--- config.mk ---
export PLATFORM = sky130hd
export DESIGN_NAME = scsi_atn_par_ctl
export DESIGN_NICKNAME = d
export VERILOG_FILES = /design/src/rtl/scsi_ap_pkg.sv /design/src/rtl/scsi_ap_ctlreg.sv /design/src/rtl/scsi_ap_parchk.sv /design/src/rtl/scsi_ap_atn.sv /design/src/rtl/scsi_ap_ists.sv /design/src/rtl/scsi_atn_par_ctl.sv
export SDC_FILE = /design/constraint.sdc
export NUM_CORES = 1
export LEC_CHECK = 0
export BUFFER_PORTS_ARGS = -buffer_cell sky130_fd_sc_hd__buf_2
export CAP_MARGIN = 5
export CORE_AREA = 2 2 40 42
export DETAILED_ROUTE_END_ITERATION = 8
export DIE_AREA = 0 0 42 44
export PLACE_DENSITY = 0.76
export REMOVE_ABC_BUFFERS = 1
export SETUP_SLACK_MARGIN = 0.1
export SYNTH_ARGS = -nofsm -noshare
export SYNTH_HDL_FRONTEND = slang
export SYNTH_SLANG_ARGS = --single-unit
--- constraint.sdc ---
create_clock -name clk -period 1.4 [get_ports clk]
set_input_delay 0.14 -clock clk [delete_from_list [all_inputs] [get_ports clk]]
set_output_delay 0.14 -clock clk [all_outputs]
set_load 0.01 [all_outputs]
--- src/rtl/scsi_ap_pkg.sv ---
package scsi_ap_pkg;
  localparam int BIT_SEL_ATN  = 4;
  localparam int BIT_PAR_EN   = 3;
  localparam int BIT_ATN_PERR = 1;
  localparam int BIT_TGT      = 0;

  typedef struct packed {
    logic sel_atn;
    logic par_en;
    logic atn_perr;
    logic tgt;
  } ap_ctl_t;
endpackage

--- src/rtl/scsi_ap_ctlreg.sv ---
module scsi_ap_ctlreg
  import scsi_ap_pkg::*;
#(
  parameter int DW = 8
) (
  input  logic          clk,
  input  logic          rst,
  input  logic          wr,
  input  logic [DW-1:0] wdata,
  output ap_ctl_t       ctl,
  output logic [DW-1:0] img
);
  localparam logic [DW-1:0] KEEP = (DW'(1) << BIT_SEL_ATN) | (DW'(1) << BIT_PAR_EN) |
                                   (DW'(1) << BIT_ATN_PERR) | (DW'(1) << BIT_TGT);

  logic [DW-1:0] img_q;

  always_ff @(posedge clk) begin
    if (rst)     img_q <= '0;
    else if (wr) img_q <= wdata & KEEP;
  end

  assign img          = img_q;
  assign ctl.sel_atn  = img_q[BIT_SEL_ATN];
  assign ctl.par_en   = img_q[BIT_PAR_EN];
  assign ctl.atn_perr = img_q[BIT_ATN_PERR];
  assign ctl.tgt      = img_q[BIT_TGT];

  // an unwritten register holds its value
  a_r2_hold: assert property (@(posedge clk) disable iff (rst)
    !wr |=> $stable(img_q));
endmodule

--- src/rtl/scsi_ap_parchk.sv ---
module scsi_ap_parchk #(
  parameter int DW = 8
) (
  input  logic [DW-1:0] data,
  input  logic          par,
  output logic          bad
);
  // odd parity: data bits plus parity must hold an odd count of ones
  assign bad = ~(^{data, par});
endmodule

--- src/rtl/scsi_ap_atn.sv ---
module scsi_ap_atn
  import scsi_ap_pkg::*;
(
  input  logic    clk,
  input  logic    rst,
  input  ap_ctl_t ctl,
  input  logic    sel_start,
  input  logic    sel_done,
  input  logic    sel_timeout,
  input  logic    phase_chg,
  input  logic    bus_rst,
  input  logic    perr_hit,
  output logic    sel_o,
  output logic    atn_o
);
  logic sel_q, sel_d;
  logic satn_q, satn_d;
  logic patn_q, patn_d;
  logic atn_q;
  logic patn_set;

  assign patn_set = perr_hit && ctl.atn_perr && !ctl.tgt;

  always_comb begin
    sel_d = sel_q;
    if (bus_rst || sel_done || sel_timeout) sel_d = 1'b0;
    else if (sel_start)                     sel_d = 1'b1;

    satn_d = satn_q;
    if (bus_rst || phase_chg || sel_timeout)         satn_d = 1'b0;
    else if (sel_start && ctl.sel_atn && !ctl.tgt)   satn_d = 1'b1;

    patn_d = patn_q;
    if (patn_set)                  patn_d = 1'b1;
    else if (bus_rst || phase_chg) patn_d = 1'b0;
  end

  always_ff @(posedge clk) begin
    if (rst) begin
      sel_q  <= 1'b0;
      satn_q <= 1'b0;
      patn_q <= 1'b0;
      atn_q  <= 1'b0;
    end else begin
      sel_q  <= sel_d;
      satn_q <= satn_d;
      patn_q <= patn_d;
      atn_q  <= satn_d | patn_d;
    end
  end

  assign sel_o = sel_q;
  assign atn_o = atn_q;

  // a timeout releases selection and its attention on one edge
  a_r5_timeout_drop: assert property (@(posedge clk) disable iff (rst)
    sel_timeout && !bus_rst |=> !sel_q && !satn_q);
  // qualified parity error raises attention on the next edge
  a_r10_auto_atn: assert property (@(posedge clk) disable iff (rst)
    perr_hit && ctl.atn_perr && !ctl.tgt |=> atn_q);
  // target mode never starts parity attention
  a_r11_no_tgt_atn: assert property (@(posedge clk) disable iff (rst)
    $rose(patn_q) |-> !$past(ctl.tgt));
  // parity attention holds until phase change or bus reset
  a_r12_hold: assert property (@(posedge clk) disable iff (rst)
    patn_q && !phase_chg && !bus_rst |=> patn_q && atn_q);
endmodule

--- src/rtl/scsi_ap_ists.sv ---
module scsi_ap_ists (
  input  logic clk,
  input  logic rst,
  input  logic err_set,
  input  logic clr_wr,
  input  logic clr_bit,
  input  logic mask,
  output logic sts_o,
  output logic irq_o
);
  logic sts_q, sts_d, irq_q;

  always_comb begin
    sts_d = sts_q;
    if (err_set)               sts_d = 1'b1;
    else if (clr_wr && clr_bit) sts_d = 1'b0;
  end

  always_ff @(posedge clk) begin
    if (rst) begin
      sts_q <= 1'b0;
      irq_q <= 1'b0;
    end else begin
      sts_q <= sts_d;
      irq_q <= sts_d & mask;
    end
  end

  assign sts_o = sts_q;
  assign irq_o = irq_q;

  // status only falls on a write-one clear
  a_r8_sticky: assert property (@(posedge clk) disable iff (rst)
    sts_q && !(clr_wr && clr_bit) |=> sts_q);
  // no request without status
  a_r9_irq_gated: assert property (@(posedge clk) disable iff (rst)
    irq_q |-> sts_q);
endmodule

--- src/rtl/scsi_atn_par_ctl.sv ---
module scsi_atn_par_ctl
  import scsi_ap_pkg::*;
#(
  parameter int DW = 8
) (
  input  logic          clk,
  input  logic          rst,
  input  logic          cfg_wr,
  input  logic          sts_wr,
  input  logic [DW-1:0] wr_data,
  input  logic          irq_mask,
  input  logic          sel_start,
  input  logic          sel_done,
  input  logic          sel_timeout,
  input  logic          rx_valid,
  input  logic [DW-1:0] rx_data,
  input  logic          rx_par,
  input  logic          phase_chg,
  input  logic          bus_rst,
  output logic [DW-1:0] ctl_o,
  output logic          sel_o,
  output logic          atn_o,
  output logic          perr_sts_o,
  output logic          irq_o
);
  ap_ctl_t ctl;
  logic    par_bad;
  logic    perr_hit;

  scsi_ap_ctlreg #(.DW(DW)) u_ctl (
    .clk(clk), .rst(rst), .wr(cfg_wr), .wdata(wr_data), .ctl(ctl), .img(ctl_o)
  );

  scsi_ap_parchk #(.DW(DW)) u_par (
    .data(rx_data), .par(rx_par), .bad(par_bad)
  );

  assign perr_hit = rx_valid && par_bad && ctl.par_en;

  scsi_ap_atn u_atn (
    .clk(clk), .rst(rst), .ctl(ctl),
    .sel_start(sel_start), .sel_done(sel_done), .sel_timeout(sel_timeout),
    .phase_chg(phase_chg), .bus_rst(bus_rst), .perr_hit(perr_hit),
    .sel_o(sel_o), .atn_o(atn_o)
  );

  scsi_ap_ists u_sts (
    .clk(clk), .rst(rst), .err_set(perr_hit), .clr_wr(sts_wr),
    .clr_bit(wr_data[0]), .mask(irq_mask), .sts_o(perr_sts_o), .irq_o(irq_o)
  );

  // status never rises while checking is disabled
  a_r7_no_check: assert property (@(posedge clk) disable iff (rst)
    $rose(perr_sts_o) |-> $past(ctl.par_en));
endmodule

==> flow_summary.toml, run 1 <==
[cells_and_area]
areaGrowthSynthToFinish_pct = 36.7
final_cells = 96
final_util_pct = 48.6
fill_cells = 138
nets = 109
seqCellArea_um2 = 200
num_antenna_cells = 0
final_area_um2 = 689
drive_above_1_share_pct = 48.8
multiInputGateArea_um2 = 278

[sta]
period_needed_ns = 1.16
clock-skew-final_ns = 0.00186
rsz0062_at_grt = "false"
finalSetupViolCount = 0
finalHoldViolations = 0
finalMaxSlewViolations = 0
fmaxAchievable_ghz = 0.864
finalCritPeriodShare_pct = 82.7
tns_ns = 0

[clocking]
post_cts_buffers = 0
clkSinkCount = 10
clock_path_buffers = 2
cts_tree = "built"
clk_latency_ns = 0.26
cts_root_buf = "clkbuf_4"
cts_hold_buffers = 0
path_clk_slew_ns = 0.07
cts-buffers-inserted = 3
cts_max_level = 1
ctsResizeCount = 0

[placement]
dp.cells = 92
place.gp.congestion = 0.738
portBuffers = 31
dpl.hpwl_um = 821
post_dp_cell_area_um2 = 653

[run]
maxCapViolations = 0

[synth]
synth_top_area_share_pct = 39.7
ys_ff_latch = 10
synth_top_area_cell = "dfxtp_1"
yosysWarnings = 0
ys_types = 21
synth_edf_count = 0
synthCells = 48
synthFlopType = "dfxtp_1"
post-synth-top-count-cell = "dfxtp_1"
synth_commonest_cells = "dfxtp_1, nor2_1, buf_4, mux2i_1"
synth_area_leaders = "dfxtp_1, xnor3_1, mux2i_1, buf_4, nor2_1"
synthArstFlopShare_pct = 0
ys_seq_area_share_pct = 39.7
postSynthAreaPerCell_um2 = 10.5
syn-cell-area_um2 = 504

[global_routing]
grt.overflow.total = 0
antenna_found_initial = 0
grt_pass1_vias = 386
grt_max_degree = 10
grt_pass1_wl_um = 1550
grt.total_usage_pct = 12.0

[floorplan]
fp.dieH_um = 44
fp-row-count = 14
core_um2 = 1420
dieArea_um2 = 1850
die_x_um = 42
ios = 40
initial_core_util_pct = 35.5

[routing]
drtIter0Drc = 7
wl_per_cell_um = 10.2
ant_nets = 0
vias = 430
route.detailed.drc = 0
first_pass_iters = 3
wl_um = 975
vias_per_cell = 4.48

[worst_setup_path]
crit_type = "register to register"
cp_num_buf_inv = 0
crit_fanout = 4
worstSetupStartpointType = "register"
worst_setup_path_end_kind = "register"
cp_top_family = "flip-flops"
crit_arrival_ns = 1.36
worst_path_max_delay_cell = "dfxtp_1"
critPathMaxStageDelay_ns = 0.35
required_ns = 1.60
crit_chain = "nand3b_1, or2_1, mux2_4, o21bai_2"

[power_and_ir_drop]
peakVddDrop_v = 0.000541
p_total_uw = 684
power_density_nw_per_um2 = 993
p_leak_uw = 0.000368

[status]
outcome = "completed"

[min_path]
hold_path.class = "input pin to register"
-- metal layers --
| metal | global-route usage, % | up-vias | routed length [µm] |
|---|---|---|---|
| met5 | 0 | - | 0 |
| met4 | 9.68 | 0 | 14 |
| met3 | 3.75 | 2 | 50 |
| met2 | 20.9 | 13 | 533 |
| met1 | 11.6 | 197 | 377 |
| li1 | - | 218 | - |
-- flip-flops by register name (all words and copies together), names as in the netlist --
signal,flops
u_ctl.img,4
u_atn.atn_o,1
u_atn.patn_q,1
u_atn.satn_q,1
u_atn.sel_o,1
u_sts.irq_o,1
u_sts.sts_o,1
-- power by group --
part	internal (µW)	total (µW)	leakage, µW	switching (µW)
Sequential	295	301	0.0000815	6.47
Clock	158	263	0.0000210	105
Combinational	71.0	121	0.000265	49.6
Total	523	684	0.000368	161
-- cell usage in the layout (no fill, tap or decap), types with 2 or more instances in the layout --
| master | n |
|---|---|
| conb_1 | 4 |
| o21a_1 | 2 |
| xnor2_1 | 2 |
| dfxtp_1 | 10 |
| nand2_1 | 2 |
| mux2i_1 | 4 |
| nor2_1 | 5 |
| buf_2 | 31 |
| nand2b_1 | 2 |
| xnor3_1 | 2 |
| nor4_1 | 2 |
| clkbuf_4 | 3 |
| nand3b_1 | 2 |
-- worst paths after layout --
| kind | startpoint | endpoint | slack, ns | depth (start not counted) |
|---|---|---|---|---|
| setup / recovery | u_ctl.img[3] | u_atn.patn_q | 0.24 | 4 |
| hold / removal | sel_start | u_atn.sel_o | 0.1 | 2 |
| setup reg to reg | u_ctl.img[3] | u_atn.patn_q | 0.24 | 4 |
| hold reg to reg | u_atn.satn_q | u_atn.satn_q | 0.47 | 1 |
-- metrics by stage --
step	hold WS, ns	setup WS [ns]
final	0.0951	0.243
after global routing	0.0786	0.181
after CTS	0.0818	0.229
after detailed placement	0.372	0.0323
after global placement	0.348	0.0559
after floorplan	0.212	0.202
-- cell families after synthesis --
group           Yosys count  synth area share, %
other cells               1                0.744
flops                    10                 39.7
mux                       5                 10.9
buf+inv                   6                 7.44
compound gates            5                 9.18
simple gates             16                 17.9
xor+xnor                  5                 14.1
-- area by class of cell --
cell class,count,share of cell area [%]
tap,16,2.90
timing repair buffer,31,22.5
clock buffer,4,5.26
multi-input combinational,35,40.3
sequential,10,29.0
Note: power is estimated with default switching activity, not from simulation.
==> run 2: changes to the inputs <==
Clock period 1.4 ns to 1.09 ns, I/O delays scaled along.
==> run 2 against run 1 <==
Compared with the run above:
- the run now ends with negative setup slack left
- clock power fell by 9.5%
- die area did not move
- via count increased by 4.0%
- count of clock-buffer cells in the layout shrank 1
- maximum frequency is 5.6% higher
- clock skew about the same
- worst setup slack worse by 0.25 ns
- final area is 2.5% higher
- sequential share of layout area is 0.54 points lower
- sequential power is 28% higher
- critical path depth stayed put
- cell count rose by 2.1%
==> flow_summary.toml, run 2 (same netlist as run 1, synthesis figures left out) <==
[worst_setup_path]
startpoint = "u_ctl.img[3]"
r2r_setup_slack_ns = -0.005
worst_setup_path_end_kind = "register"
crit_type = "register to register"
endpoint = "u_sts.irq_o"
timing.rr.end = "u_sts.irq_o"
crit_arrival_ns = 1.29
required_ns = 1.28
crit_fanout = 4
worstSetupStartpointType = "register"
r2r-start = "u_ctl.img[3]"
reg2reg_depth = 4

[sta]
hold_ws_ns = 0.0570
finalHoldViolations = 0
timing.final.ws_setup_ns = -0.00534
period_needed_ns = 1.10
finalSetupViolCount = 1
finalCritPeriodShare_pct = 100
clock-skew-final_ns = 0.00145
finalMaxSlewViolations = 0
rsz0062_at_grt = "true"
fmaxAchievable_ghz = 0.913
tns_ns = -0.00534

[routing]
drtIter0Drc = 6
ant_nets = 0
wl_um = 980
wl_per_cell_um = 10.0
vias_per_cell = 4.56
route.detailed.drc = 0
vias = 447
first_pass_iters = 3

[clocking]
path_clk_slew_ns = 0.06
cts_root_buf = "clkbuf_4"
cts-buffers-inserted = 3
clock_path_buffers = 2
cts_tree = "built"
clk_latency_ns = 0.26
cts_max_level = 1
post_cts_buffers = 0
clkSinkCount = 10
cts_hold_buffers = 0

[global_routing]
grt_pass1_vias = 392
grt_max_degree = 9
grt_pass1_wl_um = 1480
grt.total_usage_pct = 11.3
antenna_found_initial = 0
grt.overflow.total = 0

[status]
outcome = "complete, but fails checks"
violations = "negative setup slack"

[run]
maxCapViolations = 0

[floorplan]
initial_core_util_pct = 35.5
dieArea_um2 = 1850
fp.dieH_um = 44
core_um2 = 1420
ios = 40
die_x_um = 42
fp-row-count = 14

[min_path]
hold_path.class = "input pin to register"
hp-start = "sel_start"

[power_and_ir_drop]
p_total_uw = 790
p_leak_uw = 0.000376
peakVddDrop_v = 0.000873
power_density_nw_per_um2 = 1120

[cells_and_area]
areaGrowthSynthToFinish_pct = 40.2
final_cell_mix = "buf_2, dfxtp_1, nor2_1"
final_common_cell = "buf_2"
largest_reg_flops = 4
num_antenna_cells = 0
nets = 112
drive_above_1_share_pct = 51.2

[placement]
dpl.hpwl_um = 847
place.gp.congestion = 0.793
portBuffers = 31
-- run 2: routing by layer --
layer  GRT usage [%]  up-vias  wire, µm
met5               0        -         0
met4            5.81        0        13
met3            6.67        2        86
met2            20.3       16       530
met1            10.0      204       349
li1                -      225         -
-- run 2: per-stage QoR --
stage	setup WS [ns]	instance area, µm²	util [%]	cells
6_report	-0.00534	707	49.8	98
5_1_grt	-0.0753	707	49.8	98
4_1_cts	-0.0107	707	49.8	98
3_5_place_dp	-0.232	676	47.6	95
3_3_place_gp	-0.214	676	47.6	95
2_1_floorplan	-0.0767	478	-	45
-- run 2: cell type report --
cell class / instances / area (µm²)
multi-input cells: 35 / 285
clock buffers: 3 / 22.5
flip-flops and latches: 10 / 201
well taps: 16 / 20.0
fillers: 140 / 712
repair buffers: 34 / 178
-- run 2: what timing repair did --
action | CTS | global route
gates resized for setup | 2 | 0
pin swaps | 5 | 0
endpoints found under the setup margin | 4 | 4
-- run 2: power by group --
group / switching, µW / internal [µW] / leakage (µW)
Combinational: 67.8 / 98.5 / 0.000280
Clock: 112 / 127 / 0.0000138
Sequential: 6.35 / 379 / 0.0000818
-- run 2: worst min path at each step --
| stage | slack (ns) | cells after the start | to |
|---|---|---|---|
| 2_1_floorplan | 0.18 | 1 | u_ctl.img[0] |
| 3_3_place_gp | 0.32 | 2 | u_atn.sel_o |
| 3_5_place_dp | 0.32 | 2 | u_atn.sel_o |
| 4_1_cts | 0.05 | 2 | u_atn.sel_o |
| 5_1_grt | 0.05 | 2 | u_atn.sel_o |
| 6_report | 0.06 | 2 | u_atn.sel_o |
-- run 2: worst max-delay path: stages (launching register included) --
cell	delay, ns
dfxtp_2	0.32
nand3b_1	0.07
or2_1	0.20
mux2_4	0.31
a21boi_2	0.12
